$ cat config.mk
export PLATFORM = sky130hd
export DESIGN_NAME = ifpd_modulator
export DESIGN_NICKNAME = d
export VERILOG_FILES = /design/src/rtl/ifpd_pkg.sv /design/src/rtl/ifpd_cfg_check.sv /design/src/rtl/ifpd_timebase.sv /design/src/rtl/ifpd_word_latch.sv /design/src/rtl/ifpd_shaper.sv /design/src/rtl/ifpd_modulator.sv
export SDC_FILE = /design/constraint.sdc
export NUM_CORES = 1
export LEC_CHECK = 0
export ABC_CLOCK_PERIOD_IN_PS = 42800
export BUFFER_PORTS_ARGS = -buffer_cell sky130_fd_sc_hd__buf_4
export CELL_PAD_IN_SITES_DETAIL_PLACEMENT = 0
export CELL_PAD_IN_SITES_GLOBAL_PLACEMENT = 1
export CORE_UTILIZATION = 50
export CTS_CLUSTER_SIZE = 30
export DETAILED_ROUTE_END_ITERATION = 8
export GPL_TIMING_DRIVEN = 0
export MAX_ROUTING_LAYER = met4
export PLACE_DENSITY_LB_ADDON = 0.1
export SLEW_MARGIN = 20
export SYNTH_ARGS = -nofsm -noshare
export SYNTH_HDL_FRONTEND = slang
export SYNTH_SLANG_ARGS = --single-unit
$ cat constraint.sdc
create_clock -name clk -period 42.8 [get_ports clk]
set_clock_uncertainty 0.2 [all_clocks]
set_input_delay 6.42 -clock clk [delete_from_list [all_inputs] [get_ports clk]]
set_output_delay 6.42 -clock clk [all_outputs]
set_load 0.05 [all_outputs]
$ cat src/rtl/ifpd_pkg.sv
package ifpd_pkg;

  typedef struct packed {
    logic align;   // a period is zero or not a multiple of its step count
    logic ratio;   // carrier/IF frequency ratio is a multiple of one half
    logic fill;    // IF frame too short to pass a whole carrier period
  } cfg_fault_t;

endpackage

$ cat src/rtl/ifpd_cfg_check.sv
module ifpd_cfg_check #(
  parameter int CNT_W    = 16,
  parameter int PH_W     = 8,
  parameter int ENV_W    = 7,
  parameter int MIN_FILL = 10
) (
  input  logic [CNT_W-1:0]     car_period,
  input  logic [CNT_W-1:0]     if_period,
  output ifpd_pkg::cfg_fault_t fault
);

  localparam int XW = CNT_W + 8;

  logic [CNT_W:0]   twice_if;
  logic [CNT_W:0]   car_div;
  logic [CNT_W:0]   rem;
  logic [XW-1:0]    fill_need;

  always_comb begin
    fault.align = (car_period == '0) || (if_period == '0) ||
                  (car_period[PH_W-1:0] != '0) ||
                  (if_period[ENV_W-1:0] != '0);
    car_div     = (car_period == '0) ? (CNT_W+1)'(1) : {1'b0, car_period};
    twice_if    = {if_period, 1'b0};
    rem         = twice_if % car_div;
    fault.ratio = (rem == '0);
    fill_need   = XW'(car_period) * XW'(MIN_FILL);
    fault.fill  = fill_need > XW'(if_period);
  end

endmodule

$ cat src/rtl/ifpd_timebase.sv
module ifpd_timebase #(
  parameter int CNT_W = 16
) (
  input  logic             clk,
  input  logic             rst,
  input  logic             run,
  input  logic [CNT_W-1:0] car_period,
  input  logic [CNT_W-1:0] if_period,
  output logic [CNT_W-1:0] car_cnt,
  output logic [CNT_W-1:0] if_cnt,
  output logic             load
);

  logic car_wrap;
  logic if_wrap;

  assign car_wrap = (car_cnt == car_period - 1'b1);
  assign if_wrap  = (if_cnt == if_period - 1'b1);
  assign load     = !run || if_wrap;

  always_ff @(posedge clk) begin
    if (rst || !run) begin
      car_cnt <= '0;
      if_cnt  <= '0;
    end else begin
      car_cnt <= car_wrap ? '0 : car_cnt + 1'b1;
      if_cnt  <= if_wrap  ? '0 : if_cnt + 1'b1;
    end
  end

endmodule

$ cat src/rtl/ifpd_word_latch.sv
module ifpd_word_latch #(
  parameter int PH_W  = 8,
  parameter int ENV_W = 7
) (
  input  logic             clk,
  input  logic             rst,
  input  logic             smp_stb,
  input  logic [PH_W-1:0]  phase_in,
  input  logic [ENV_W-1:0] env_in,
  input  logic             load,
  output logic [PH_W-1:0]  act_ph,
  output logic [ENV_W-1:0] act_env
);

  logic [PH_W-1:0]  pend_ph;
  logic [ENV_W-1:0] pend_env;

  always_ff @(posedge clk) begin
    if (rst) begin
      pend_ph  <= '0;
      pend_env <= '0;
      act_ph   <= '0;
      act_env  <= '0;
    end else begin
      if (smp_stb) begin
        pend_ph  <= phase_in;
        pend_env <= env_in;
      end
      if (load) begin
        act_ph  <= pend_ph;
        act_env <= pend_env;
      end
    end
  end

  AST_HOLD_MID_FRAME: assert property (@(posedge clk) disable iff (rst)
    !load |=> ($stable(act_ph) && $stable(act_env)));

endmodule

$ cat src/rtl/ifpd_shaper.sv
module ifpd_shaper #(
  parameter int CNT_W = 16,
  parameter int PH_W  = 8,
  parameter int ENV_W = 7
) (
  input  logic [CNT_W-1:0] car_cnt,
  input  logic [CNT_W-1:0] if_cnt,
  input  logic [CNT_W-1:0] car_period,
  input  logic [CNT_W-1:0] if_period,
  input  logic [PH_W-1:0]  act_ph,
  input  logic [ENV_W-1:0] act_env,
  output logic             car_ref,
  output logic             gate
);

  logic [CNT_W-1:0] ph_unit;
  logic [CNT_W-1:0] env_unit;
  logic [CNT_W-1:0] lag;
  logic [CNT_W-1:0] shifted;
  logic [CNT_W-1:0] half;
  logic [CNT_W-1:0] open_len;

  always_comb begin
    ph_unit  = car_period >> PH_W;
    env_unit = if_period >> ENV_W;
    half     = car_period >> 1;
    lag      = {{(CNT_W-PH_W){1'b0}}, act_ph} * ph_unit;
    if (car_cnt >= lag) shifted = car_cnt - lag;
    else                shifted = car_cnt + car_period - lag;
    car_ref  = shifted < half;
    open_len = {{(CNT_W-ENV_W){1'b0}}, act_env} * env_unit;
    gate     = if_cnt < open_len;
  end

endmodule

$ cat src/rtl/ifpd_modulator.sv
module ifpd_modulator #(
  parameter int CNT_W    = 16,
  parameter int PH_W     = 8,
  parameter int ENV_W    = 7,
  parameter int MIN_FILL = 10
) (
  input  logic             clk,
  input  logic             rst,
  input  logic             en,
  input  logic [CNT_W-1:0] car_period,
  input  logic [CNT_W-1:0] if_period,
  input  logic             smp_stb,
  input  logic [PH_W-1:0]  phase_in,
  input  logic [ENV_W-1:0] env_in,
  output logic             tx_out,
  output logic             cfg_err
);

  ifpd_pkg::cfg_fault_t fault;
  logic             err_c;
  logic             run_q;
  logic [CNT_W-1:0] car_cnt;
  logic [CNT_W-1:0] if_cnt;
  logic             load;
  logic [PH_W-1:0]  act_ph;
  logic [ENV_W-1:0] act_env;
  logic             car_ref;
  logic             gate;
  logic [CNT_W-1:0] hi_run;

  ifpd_cfg_check #(.CNT_W(CNT_W), .PH_W(PH_W), .ENV_W(ENV_W), .MIN_FILL(MIN_FILL)) chk_i (
    .car_period(car_period), .if_period(if_period), .fault(fault));

  assign err_c = |fault;

  always_ff @(posedge clk) begin
    if (rst) begin
      run_q   <= 1'b0;
      cfg_err <= 1'b0;
    end else begin
      run_q   <= en && !err_c;
      cfg_err <= err_c;
    end
  end

  ifpd_timebase #(.CNT_W(CNT_W)) tb_i (
    .clk(clk), .rst(rst), .run(run_q), .car_period(car_period), .if_period(if_period),
    .car_cnt(car_cnt), .if_cnt(if_cnt), .load(load));

  ifpd_word_latch #(.PH_W(PH_W), .ENV_W(ENV_W)) lat_i (
    .clk(clk), .rst(rst), .smp_stb(smp_stb), .phase_in(phase_in), .env_in(env_in),
    .load(load), .act_ph(act_ph), .act_env(act_env));

  ifpd_shaper #(.CNT_W(CNT_W), .PH_W(PH_W), .ENV_W(ENV_W)) shp_i (
    .car_cnt(car_cnt), .if_cnt(if_cnt), .car_period(car_period), .if_period(if_period),
    .act_ph(act_ph), .act_env(act_env), .car_ref(car_ref), .gate(gate));

  always_ff @(posedge clk) begin
    if (rst) tx_out <= 1'b0;
    else     tx_out <= run_q && car_ref && gate;
  end

  // Length of the current high stretch on the output, for the width check.
  always_ff @(posedge clk) begin
    if (rst)         hi_run <= '0;
    else if (tx_out) hi_run <= hi_run + 1'b1;
    else             hi_run <= '0;
  end

  AST_PULSE_MAX: assert property (@(posedge clk) disable iff (rst)
    hi_run <= (car_period >> 1));
  AST_ZERO_ENV_LOW: assert property (@(posedge clk) disable iff (rst)
    (run_q && act_env == '0) |=> !tx_out);
  AST_DISABLE_LOW: assert property (@(posedge clk) disable iff (rst)
    !en |-> ##2 !tx_out);
  AST_ERR_LOW: assert property (@(posedge clk) disable iff (rst)
    cfg_err |=> !tx_out);

endmodule

==> impl.org, run 1 <==
** Outcome
- Outcome :: finished, final reports clean

** CTS
- CTS Sinks :: 65
- Clock tree from TritonCTS :: done
- Number of buffers between clock root and the deepest sink :: 2
- Clk root buf :: sky130_fd_sc_hd__clkbuf_16
- The clock reaches the later pin of the worst-skew pair after 0.35 ns.
- Buffers inserted to repair hold after CTS numbered 0.
- After clock tree synthesis, the clock-pin slew on the worst setup and hold paths is 0.07 ns.
- Number of buffers inserted during clock tree synthesis :: 9
- The H-tree was split into 3 levels.

** Drt
- DRC Markers :: 0
- DRT antenna net count :: 0
- Total wire length :: 62.2 mm
- Per-cell via count in the routed design :: roughly 6.0
- The pre-antenna-repair detailed-routing pass consisted of 5 iterations.
- In this run, the number of DRC markers left after iteration 0 of detailed routing was ~1400.
- For this block, the via count after detailed routing is 19301.
- Dividing the detail-routed wire length by the instance count gives 19.4 um.

** Floorplan
- Initial cell density of the core :: 0.509
- Die Y-Extent :: roughly 200 um
- The floorplan step defined a die boundary enclosing around 40000 sq um.
- Num ports :: 53
- Row Count :: 72
- The die is 201 um wide.
- Total core area :: roughly 39000 sq um

** Yosys
- Avg Cell Area, Syn :: 7.53 sq um
- The commonest cells after synthesis are sky130_fd_sc_hd__ha_1 (330), sky130_fd_sc_hd__nor2_1 (236), sky130_fd_sc_hd__inv_1 (232).
- The synthesized netlist occupies a cell area of 19700 sq um.
- Syn nets :: 3086
- Main flop type after synthesis :: sky130_fd_sc_hd__dfxtp_1
- In the synthesized netlist the async set-or-reset flop fraction comes to 0.
- After synthesis, the cell types taking the most area are sky130_fd_sc_hd__ha_1 (21%), sky130_fd_sc_hd__fa_1 (8.9%), sky130_fd_sc_hd__dfxtp_1 (6.6%).
- Synthesis handed over a netlist of 2617 instances.
- Part of the Yosys area used for sequential elements :: 0.0660
- The netlist uses about 90 different library cells.
- Most frequently used cell type in the post-synthesis netlist :: sky130_fd_sc_hd__ha_1
- Number of flops mapped to enable cells by yosys :: 0
- The share of synthesized area in the top cell type comes to 0.210.
- Synthesis inferred 65 register bits.
- Post-synthesis cell type with the largest combined area :: sky130_fd_sc_hd__ha_1
- Yosys warning count :: 0

** Layout
- Post-route non-filler standard cell count :: 3205
- Of the cells placed in the final design, the portion with a size suffix greater than 1 is 0.0636.
- In the final design database the tool counted ~3200 nets.
- Finished Core Util :: 0.547
- Area Growth Syn to Fin :: 7.62%
- Antenna Diode Count :: 0
- Number of fill cells in the layout :: 3838

** Job
- Max-cap violations in this run came to 0.

** Critical path
- In this run the critical register-to-register path is launched from lat_i.act_ph[4].
- STA classifies the critical path startpoint as a primary input.
- Max incr delay on CP :: 0.60 ns
- STA classifies the critical path endpoint as a flip-flop.
- Grouping stages by cell kind, the critical path spends the most delay in compound AO/OA/AOI/OAI gates.
- Data required time of the worst path :: 42.84 ns
- Slowest library cell on the worst path :: sky130_fd_sc_hd__inv_1
- By startpoint and endpoint, the worst setup path is classified as in -> reg.
- Arrival time worst endpoint :: 41.02 ns
- Worst-path maximum fanout :: 13
- In this design, the critical path's most frequently occurring cell is sky130_fd_sc_hd__ha_1.
- In this run the worst setup path begins at car_period[7].
- Count of buffering cells on the critical path with inverters included :: 12

** Global route
- Number of global-route vias before repair :: about 18000
- The number of antenna violations at the first check in global routing is 1.
- Global route overflow :: 0
- Global-route wire length before repair :: about 98 mm
- Maximum number of pins on one net before global-route repair :: 20
- GRT Total Usage :: 0.314

** STA
- Max Clk Rate :: 0.0244 GHz
- Setup violations remaining at the end of the flow were counted as 0.
- Final hold viol count :: 0
- Summed over all failing endpoints, the final setup total negative slack is 0 ns.
- At the pin with the least slew margin, the transition time is ~1.1 ns.
- Worst slew margin :: 0.234
- Subtracting the final worst setup slack from the clock period gives 40.97 ns.
- RSZ-0062 raised after global routing :: false
- Final slew viol count :: 0
- Dividing the final minimum period by the clock period gives 0.957.

** Power
- Power per unit of standard cell area :: 25.7 nW/um^2
- Tot Pwr :: 0.545 mW
- The worst-case IR drop observed on VDD is 0.0353 mV.
- Static leakage :: 10.0 nW

** Placed design
- GP Congestion :: 0.937
- Hpwl dp :: 51.8 mm
- Port bufs :: 50
- Cell count after placement :: 3187

** Worst hold path
- Kind of path behind the tightest hold check :: reg -> reg
- Launch point of the worst hold path :: lat_i.pend_env[2]
[worst register-to-register path, delay by kind of cell (launching register included)]
family | cells | cell delay, ns
XOR/XNOR | 1 | 0.15
buffers and inverters | 6 | 1.63
AND/OR/NAND/NOR | 8 | 1.59
flip-flops | 1 | 0.31
AO/OA/AOI/OAI | 10 | 2.15
adder cells (fa/ha/maj) | 7 | 2.79
[layout by cell type (no fill, tap or decap), types with 38 or more instances in the layout]
| master | netlist | final |
|---|---|---|
| sky130_fd_sc_hd__o21a_1 | 44 | 44 |
| sky130_fd_sc_hd__a21oi_1 | 174 | 171 |
| sky130_fd_sc_hd__nand3_1 | 62 | 62 |
| sky130_fd_sc_hd__clkbuf_1 | 72 | 64 |
| sky130_fd_sc_hd__mux2i_1 | 49 | 49 |
| sky130_fd_sc_hd__xnor2_1 | 119 | 119 |
| sky130_fd_sc_hd__and2_1 | 76 | 76 |
| sky130_fd_sc_hd__nand4_1 | 38 | 38 |
| sky130_fd_sc_hd__buf_4 | 1 | 55 |
| sky130_fd_sc_hd__a21o_1 | 67 | 67 |
| sky130_fd_sc_hd__xor2_1 | 85 | 85 |
| sky130_fd_sc_hd__nor3_1 | 70 | 68 |
| sky130_fd_sc_hd__fa_1 | 88 | 88 |
| sky130_fd_sc_hd__inv_1 | 232 | 231 |
| sky130_fd_sc_hd__nand2_1 | 216 | 216 |
| sky130_fd_sc_hd__o21ai_0 | 116 | 113 |
| sky130_fd_sc_hd__nor2_1 | 236 | 236 |
| sky130_fd_sc_hd__dfxtp_1 | 65 | 65 |
| sky130_fd_sc_hd__ha_1 | 330 | 330 |
[routing by layer]
metal / global-route usage / wire length (um) / up-vias
li1: - / - / 9499
met1: 0.433 / 30300 / 9199
met2: 0.496 / 27700 / 537
met3: 0.0356 / 3190 / 66
met4: 0.0581 / 1080 / 0
met5: - / 0 / -
[cell type report]
class | instances | area [sq um] | share of cell area
Buffer | 87 | 369 | 0.0174
Clock buffer | 9 | 225 | 0.0106
Clock inverter | 7 | 85.1 | 0.00401
Inverter | 232 | 875 | 0.0412
Multi-Input combinational cell | 2231 | 17300 | 0.814
Sequential cell | 65 | 1300 | 0.0614
Tap cell | 518 | 648 | 0.0306
Timing Repair Buffer | 56 | 443 | 0.0209
[report_power, final]
group          internal (mW)  switching (mW)  total (mW)
registers             0.0619         0.00111      0.0630
logic                  0.164           0.239       0.403
clock network         0.0463          0.0333      0.0796
total                  0.272           0.274       0.545
[flip-flops by register name (all words and copies together) (netlist names)]
| register | flops |
|---|---|
| lat_i.act_ph | 8 |
| tb_i.car_cnt | 16 |
| lat_i.pend_ph | 8 |
| lat_i.act_env | 7 |
| tb_i.if_cnt | 16 |
| cfg_err | 1 |
| tx_out | 1 |
| lat_i.pend_env | 7 |
| run_q | 1 |
[timing repair]
item	in CTS	in global routing
buffers inserted	0	4
setup endpoints to repair	2	2
gates resized for setup	2	31
hold endpoints to repair	0	0
[through the flow]
stage	setup slack, ns	instance area [sq um]	hold WS, ns
final	1.83	21200	0.298
after CTS	0.179	21100	0.300
after floorplan	6.95	19700	0.258
after global placement	-1.92	20700	0.272
after global routing	0.0339	21200	0.332
after detailed placement	-0.619	20800	0.288
[final timing paths]
check | end | slack (ns) | cells past startpoint
max | run_q | 1.83 | 131
min reg2reg | lat_i.pend_env[2] | 0.30 | 2
min | lat_i.pend_env[2] | 0.30 | 2
max reg2reg | tx_out | 33.85 | 32
[cells by family after synthesis]
kind of cell    Yosys count  share of synthesized area
simple gates            877                      0.217
xor+xnor                204                     0.0907
flops                    65                     0.0660
compound gates          668                      0.231
fa+ha+maj               418                      0.299
buf+inv                 321                     0.0629
mux                      64                     0.0335
No activity file was read; power rests on OpenSTA's default activity.
==> inputs of run 2 (changes only) <==
--- a/config.mk
+++ b/config.mk
@@ -5,11 +5,11 @@
 export SDC_FILE = /design/constraint.sdc
 export NUM_CORES = 1
 export LEC_CHECK = 0
-export ABC_CLOCK_PERIOD_IN_PS = 42800
+export ABC_CLOCK_PERIOD_IN_PS = 52200
 export BUFFER_PORTS_ARGS = -buffer_cell sky130_fd_sc_hd__buf_4
 export CELL_PAD_IN_SITES_DETAIL_PLACEMENT = 0
 export CELL_PAD_IN_SITES_GLOBAL_PLACEMENT = 1
-export CORE_UTILIZATION = 50
+export CORE_UTILIZATION = 53
 export CTS_CLUSTER_SIZE = 30
 export DETAILED_ROUTE_END_ITERATION = 8
 export GPL_TIMING_DRIVEN = 0
==> constraint.sdc (replaced) <==
create_clock -name clk -period 52.2 [get_ports clk]
set_clock_uncertainty 0.2 [all_clocks]
set_input_delay 7.83 -clock clk [delete_from_list [all_inputs] [get_ports clk]]
set_output_delay 7.83 -clock clk [all_outputs]
set_load 0.05 [all_outputs]
==> impl.org, run 2 (synthesis results as in run 1) <==
** Power
- The leakage power summed over all cells was 9.99 nW (-0.45%).
- The total power divided by cell area came to 21.3 nW/um^2 (-17%).
- The maximum vdd drop was 0.0250 mV (-29%).

** CTS
- Number of H-tree branching levels :: 3 (unchanged)
- Clock-pin slew reported for the worst setup and hold paths after clock tree synthesis :: 0.07 ns (about the same)
- Worst-skew pair later-pin latency :: 0.34 ns (about the same)
- The total clock sinks is 65 (unchanged).
- Quantity of gates resized following cts :: 0 (-2)
- The clock tree buffer depth came to 2 (unchanged).
- The tree is rooted in a sky130_fd_sc_hd__clkbuf_16.
- The post-CTS setup buffer count is 0 (unchanged).
- Clock tree from TritonCTS :: done
- Number of buffers inserted during clock tree synthesis :: 9 (unchanged)
- Hold_buf cts :: 0 (unchanged)

** Critical path
- Most Frequent Cell on Critical Path :: sky130_fd_sc_hd__ha_1
- STA classifies the critical path startpoint as a primary input.
- Arrival time worst endpoint :: 45.75 ns (+4.73 ns)
- The setup slack on the worst flop-to-flop path is 43.30 ns (+9.45 ns).
- The critical path in this run is classified as in -> reg.
- Max incr delay on CP :: 0.91 ns (+0.31 ns)
- The required time of the critical path came to 52.23 ns (+9.39 ns).
- In this run the critical register-to-register path is launched from lat_i.act_ph[4].
- In this run the critical register-to-register path is captured at tx_out.
- The worst setup path is captured at a flip-flop.
- R2R depth :: 32 (unchanged)
- The maximum fanout count along the critical path was 19 (+6).
- The slowest stage of the critical path is the sky130_fd_sc_hd__o31ai_1 cell.

** STA
- Max Clk Rate :: 0.0219 GHz
- The setup violation total in the final timing report is 0 (unchanged).
- Final hold viol count :: 0 (unchanged)
- Worst slew margin :: 0.263 (+0.0290)
- Sum Neg Setup Slack :: 0 ns (unchanged)
- Shortest clock period the worst path allows after layout :: 45.72 ns
- RSZ-0062 raised after global routing :: false
- Measured slew at the worst slew-check pin :: 1.10 ns (-0.0342 ns)
- Final slew viol count :: 0 (unchanged)
- Dividing the final minimum period by the clock period gives 0.876.

** Placed design
- The weighted congestion at the end of routability-driven global placement was 1.01 (+7.2%).
- The number of placed instances, taps included was 3136 (-1.6%).
- The number of I/O port buffers is 50 (unchanged).
- Instance area at placement :: 20700 sq um (-0.43%)
- Hpwl dp :: 51.3 mm (-0.98%)

** Drt
- The aggregate routed wire length came to 62.2 mm (about the same).
- DR vias :: 19540 (+1.2%)
- The iteration count of the initial detailed-routing pass is 5 (unchanged).
- The number of antenna-violating nets in the routed design was 0 (unchanged).
- The final routed DRC violation total is 0 (unchanged).
- The DRC violation total after the first TritonRoute iteration is 1690 (+21%).
- The via density per instance is 6.20 (+2.9%).
- Per-cell routed wire length :: 19.7 um (+1.6%)

** Floorplan
- Die Y-Extent :: 195 um (-2.8%)
- The die extent in x is 195 um (-2.8%).
- The overall die area was 38000 sq um (-5.6%).
- Row Count :: 70 (-2.8%)
- Initial cell density of the core :: 0.538 (+0.0296)
- The I/O pin total came to 53 (unchanged).
- The area of the core region was 36600 sq um (-5.5%).

** Worst hold path
- Launch point of the worst hold path :: lat_i.pend_env[0]
- For hold timing, the worst endpoint is lat_i.pend_env[0].
- The min-delay analysis places its worst path in the category reg -> reg.
- The worst hold path depth is 2 (unchanged).

** Layout
- Largest regs :: tb_i.car_cnt (16), tb_i.if_cnt (16)
- Post-route cell area :: 21000 sq um (-0.95%)
- Most common cell after layout, fill and taps aside :: sky130_fd_sc_hd__ha_1
- The area growth from synthesis to layout is 6.60%.
- Most used cells in the layout excluding fill and tap cells :: sky130_fd_sc_hd__ha_1 (330), sky130_fd_sc_hd__nor2_1 (236), sky130_fd_sc_hd__inv_1 (232), sky130_fd_sc_hd__nand2_1 (216), sky130_fd_sc_hd__a21oi_1 (173)
- The final layout net count came to 3148 (-0.095%).
- Post-route non-filler standard cell count :: 3153 (-1.6%)
- The fraction of layout instances using a drive strength above 1 was 0.0540 (-0.00962).

** Global route
- Number of global-route vias before repair :: 18397 (+1.1%)
- GRT Total Usage :: 0.335 (+0.0207)
- The global-route wire length before repair was 99.0 mm (+0.56%).
- Antenna violations before repair :: 1 (unchanged)
- Global route overflow :: 0 (unchanged)
- The largest net degree at the start of global routing came to 20 (unchanged).

** Outcome
- Outcome :: finished, final reports clean

** Job
- The max-capacitance violation count came to 0 (unchanged).
[run 2: cell count changes in the layout (fill, tap and decap cells not counted), moves of 3 or more]
cell	delta
sky130_fd_sc_hd__buf_4	-4
sky130_fd_sc_hd__o21ai_0	+3
sky130_fd_sc_hd__clkbuf_1	+8
sky130_fd_sc_hd__clkbuf_2	-7
[run 2: worst max path at each step]
stage / startpoint / to / slack [ns] / cells past startpoint
2_1_floorplan: car_period[10] / run_q / 14.94 / 133
3_3_place_gp: car_period[10] / run_q / 6.57 / 130
3_5_place_dp: car_period[15] / run_q / 6.91 / 133
4_1_cts: car_period[15] / run_q / 7.18 / 133
5_1_grt: car_period[15] / run_q / 3.82 / 132
6_report: car_period[15] / run_q / 6.48 / 131
[run 2: worst max-delay path: cells and delay by family]
family                   cells  cell delay [ns]
XOR/XNOR                     1             0.10
AND/OR/NAND/NOR             37             8.02
buffers and inverters       16             4.88
adder cells (fa/ha/maj)     16             5.31
multiplexers                 3             0.78
AO/OA/AOI/OAI               58            18.72
[run 2: layout make-up]
class / count / area (sq um)
Sequential cell: 65 / 1300
Buffer: 89 / 368
Timing Repair Buffer: 51 / 390
Clock inverter: 7 / 83.8
Inverter: 232 / 871
Tap cell: 468 / 586
Antenna cell: 1 / 2.50
Fill cell: 3540 / 15600
Clock buffer: 9 / 225
Multi-Input combinational cell: 2231 / 17200
[run 2: metrics by stage]
stage / util / hold WS [ns] / total power [mW] / setup WS, ns
finish: 0.574 / 0.300 / 0.447 / 6.48
global route: 0.574 / 0.327 / 0.485 / 3.82
CTS: 0.574 / 0.302 / 0.443 / 7.18
detailed placement: 0.565 / 0.288 / 0.375 / 6.91
global placement: 0.564 / 0.270 / 0.370 / 6.57
floorplan: - / 0.258 / 0.299 / 14.94
[run 2: report_power, final]
part / internal (mW) / switching (mW) / total [mW]
combinational: 0.133 / 0.197 / 0.330
sequential: 0.0508 / 0.000877 / 0.0516
clock: 0.0380 / 0.0274 / 0.0654
total: 0.222 / 0.226 / 0.447
[run 2: routing by layer]
layer | part of all wire | up-vias | wire [um] | GRT usage
met5 | 0 | - | 0 | -
met4 | 0.016 | 0 | 1000 | 0.0589
met3 | 0.063 | 63 | 3950 | 0.0274
met2 | 0.44 | 651 | 27300 | 0.519
met1 | 0.48 | 9313 | 29900 | 0.477
li1 | - | 9513 | - | -
==> inputs of run 3 (changes only) <==
--- a/config.mk
+++ b/config.mk
@@ -5,16 +5,17 @@
 export SDC_FILE = /design/constraint.sdc
 export NUM_CORES = 1
 export LEC_CHECK = 0
-export ABC_CLOCK_PERIOD_IN_PS = 52200
+export ABC_CLOCK_PERIOD_IN_PS = 48100
 export BUFFER_PORTS_ARGS = -buffer_cell sky130_fd_sc_hd__buf_4
 export CELL_PAD_IN_SITES_DETAIL_PLACEMENT = 0
 export CELL_PAD_IN_SITES_GLOBAL_PLACEMENT = 1
-export CORE_UTILIZATION = 53
+export CORE_UTILIZATION = 50
 export CTS_CLUSTER_SIZE = 30
 export DETAILED_ROUTE_END_ITERATION = 8
 export GPL_TIMING_DRIVEN = 0
 export MAX_ROUTING_LAYER = met4
 export PLACE_DENSITY_LB_ADDON = 0.1
+export SETUP_SLACK_MARGIN = 0.02
 export SLEW_MARGIN = 20
 export SYNTH_ARGS = -nofsm -noshare
 export SYNTH_HDL_FRONTEND = slang
==> constraint.sdc (replaced) <==
create_clock -name clk -period 48.1 [get_ports clk]
set_clock_uncertainty 0.2 [all_clocks]
set_input_delay 7.215 -clock clk [delete_from_list [all_inputs] [get_ports clk]]
set_output_delay 7.215 -clock clk [all_outputs]
set_load 0.05 [all_outputs]
==> impl.org, run 3 (synthesis results as in run 1) <==
** Layout
- Number of fill cells in the layout :: 3840 (+8.5%)
- The multi-input logic area was 17200 sq um (about the same).
- The fraction of layout instances using a drive strength above 1 is 0.0547 (+0.000725).
- Largest regs :: tb_i.car_cnt (16), tb_i.if_cnt (16)
- Antenna Diode Count :: 0 (-1)
- Total Nets Final :: 3149 (+0.032%)
- Most used cells in the layout excluding fill and tap cells :: sky130_fd_sc_hd__ha_1 (330), sky130_fd_sc_hd__nor2_1 (236), sky130_fd_sc_hd__inv_1 (232), sky130_fd_sc_hd__nand2_1 (216), sky130_fd_sc_hd__a21oi_1 (173)
- The final design utilization was 0.545 (-0.0292).
- The footprint of the flip-flops and latches is 1300 sq um (unchanged).
- Most common cell after layout, fill and taps aside :: sky130_fd_sc_hd__ha_1
- The final instance count without filler cells was 3203 (+1.6%).
- Area Growth Syn to Fin :: 7.05%

** STA
- Max Clk Rate :: 0.0223 GHz
- The normalized max-slew margin came to 0.266 (+0.00261).
- The slew at the pin with the worst max-slew slack came to 1.10 ns (-0.00113 ns).
- Sum Neg Setup Slack :: 0 ns (unchanged)
- Final slew viol count :: 0 (unchanged)
- Final period util :: 0.931
- Setup repair after global routing left no endpoint under its margin.
- The final hold violation count is 0 (unchanged).
- Final setup violation count :: 0 (unchanged)
- Shortest clock period the worst path allows after layout :: 44.80 ns

** Critical path
- The required time of the critical path was 48.14 ns (-4.09 ns).
- Crit Reg-Reg Endpoint :: tx_out
- Slack of the worst reg-to-reg path :: 39.19 ns (-4.11 ns)
- Arrival time worst endpoint :: 44.85 ns (-0.90 ns)
- The maximum fanout count along the critical path was 19 (unchanged).
- By instance count, the cell type seen most on the critical path is sky130_fd_sc_hd__ha_1.
- The worst reg-to-reg path cell count came to 32 (unchanged).
- Reg2reg start :: lat_i.act_ph[4]
- The slowest stage of the critical path is the sky130_fd_sc_hd__o31ai_1 cell.
- The worst setup path is captured at a flip-flop.
- By startpoint and endpoint, the worst setup path is classified as in -> reg.
- The delay contributed by the slowest stage of the critical path was 0.84 ns (-0.07 ns).
- Sort of element at the start of the critical path :: primary input

** Worst hold path
- Worst Hold End :: lat_i.pend_env[2]
- The worst hold path begins at lat_i.pend_env[2].
- The worst hold path depth is 2 (unchanged).
- Kind of path behind the tightest hold check :: reg -> reg

** CTS
- Number of buffers between clock root and the deepest sink :: 2 (unchanged)
- The clock transition time at the flip-flop clock pins of the worst setup and hold paths is 0.07 ns (about the same).
- The number of CTS-inserted buffers came to 9 (unchanged).
- The post-CTS setup buffer count was 0 (unchanged).
- The number of hold buffers added after CTS came to 0 (unchanged).
- CTS placed an instance of sky130_fd_sc_hd__clkbuf_16 at the clock tree root.
- CTS Sinks :: 65 (unchanged)
- Number of H-tree branching levels :: 3 (unchanged)
- The clock latency on the worst-skew pair was 0.35 ns (about the same).
- Quantity of gates resized following cts :: 0 (unchanged)
- TritonCTS built the clock tree.

** Placed design
- Cell count after placement :: 3187 (+1.6%)
- Hpwl dp :: 51.8 mm (+0.99%)
- GP Congestion :: 0.937 (-6.7%)
- Port bufs :: 50 (unchanged)

** Drt
- 1st-iter DRT viols :: 1431 (-15%)
- DR vias :: 19257 (-1.4%)
- The post-detailed-route wirelength per cell was 19.4 um (-1.6%).
- The iteration count of the initial detailed-routing pass is 5 (unchanged).
- Per-cell via count in the routed design :: 6.01 (-3.0%)
- DRC Markers :: 0 (unchanged)
- The number of antenna-violating nets in the routed design came to 0 (unchanged).
- Total wire length :: 62.2 mm (about the same)

** Floorplan
- Num ports :: 53 (unchanged)
- The die height came to 201 um (+2.9%).
- Die boundary width :: 201 um (+2.9%)
- The number of rows in the core area is 72 (+2.9%).
- The overall die area is 40200 sq um (+5.9%).
- The starting utilization of the core area was 0.509 (-0.0296).
- The area of the core region was 38700 sq um (+5.8%).

** Global route
- The global-route wire length before repair is 98.4 mm (-0.62%).
- GRT Total Usage :: 0.314 (-0.0209)
- The total congestion overflow after global routing is 0 (unchanged).
- Antenna violations before repair :: 1 (unchanged)
- Number of global-route vias before repair :: 18191 (-1.1%)
- Maximum number of pins on one net before global-route repair :: 20 (unchanged)

** Power
- The maximum vdd drop is 0.0314 mV (+26%).
- The leakage power summed over all cells is 9.99 nW (about the same).
- Tot Pwr :: 0.484 mW (+8.1%)
- Power per unit of standard cell area :: 22.9 nW/um^2 (+7.7%)

** Outcome
- The run finished with clean final reports.

** Job
- Max-cap viol count :: 0 (unchanged)
run 3: changes by cell type in the layout (fill, tap and decap cells not counted), sizes merged:
cell           change
clkdlybuf4s18      +1
clkinvlp           +1
diode              -1
inv                -1
run 3: area by class of cell:
class | instances | share of cell area
Buffer | 89 | 0.0174
Clock inverter | 7 | 0.00403
Multi-Input combinational cell | 2231 | 0.815
Tap cell | 518 | 0.0307
Timing Repair Buffer | 52 | 0.0196
Inverter | 232 | 0.0413
Clock buffer | 9 | 0.0107
Sequential cell | 65 | 0.0617
run 3: where the power goes:
group          switching, mW  total, mW  internal, mW
clock                 0.0295     0.0707        0.0412
combinational          0.212      0.357         0.145
sequential          0.000988     0.0561        0.0551
total                  0.243      0.484         0.241
run 3: worst max-delay path by stage:
stage	startpoint	endpoint	slack, ns	depth (start not counted)
detailed placement	car_period[10]	run_q	3.89	131
global route	car_period[15]	run_q	1.37	132
CTS	car_period[10]	run_q	4.12	131
global placement	car_period[10]	run_q	2.58	131
floorplan	car_period[10]	run_q	11.45	133
finish	car_period[10]	run_q	3.30	131
run 3: worst max-delay path: cells and delay by family:
kind                       cells  cell delay, ns
AOI/OAI and AO/OA             59           18.41
and+or+nand+nor               35            7.37
adders and majority gates     16            5.57
buffers and inverters         17            5.40
muxes                          3            0.74
xor gates and xnor gates       1            0.12
run 3: metrics by stage:
step                      area (sq um)  hold WS (ns)  setup slack, ns
after floorplan                  19700         0.258            11.45
after global placement           20700         0.272             2.58
after detailed placement         20800         0.288             3.89
after CTS                        21100         0.300             4.12
after global routing             21100         0.332             1.37
final                            21100         0.298             3.30
run 3: metal layers:
layer	track usage	wire length, um	up-vias
li1	-	-	9505
met1	0.433	30000	9171
met2	0.495	27500	517
met3	0.0364	3500	64
met4	0.0594	1110	0
met5	-	0	-
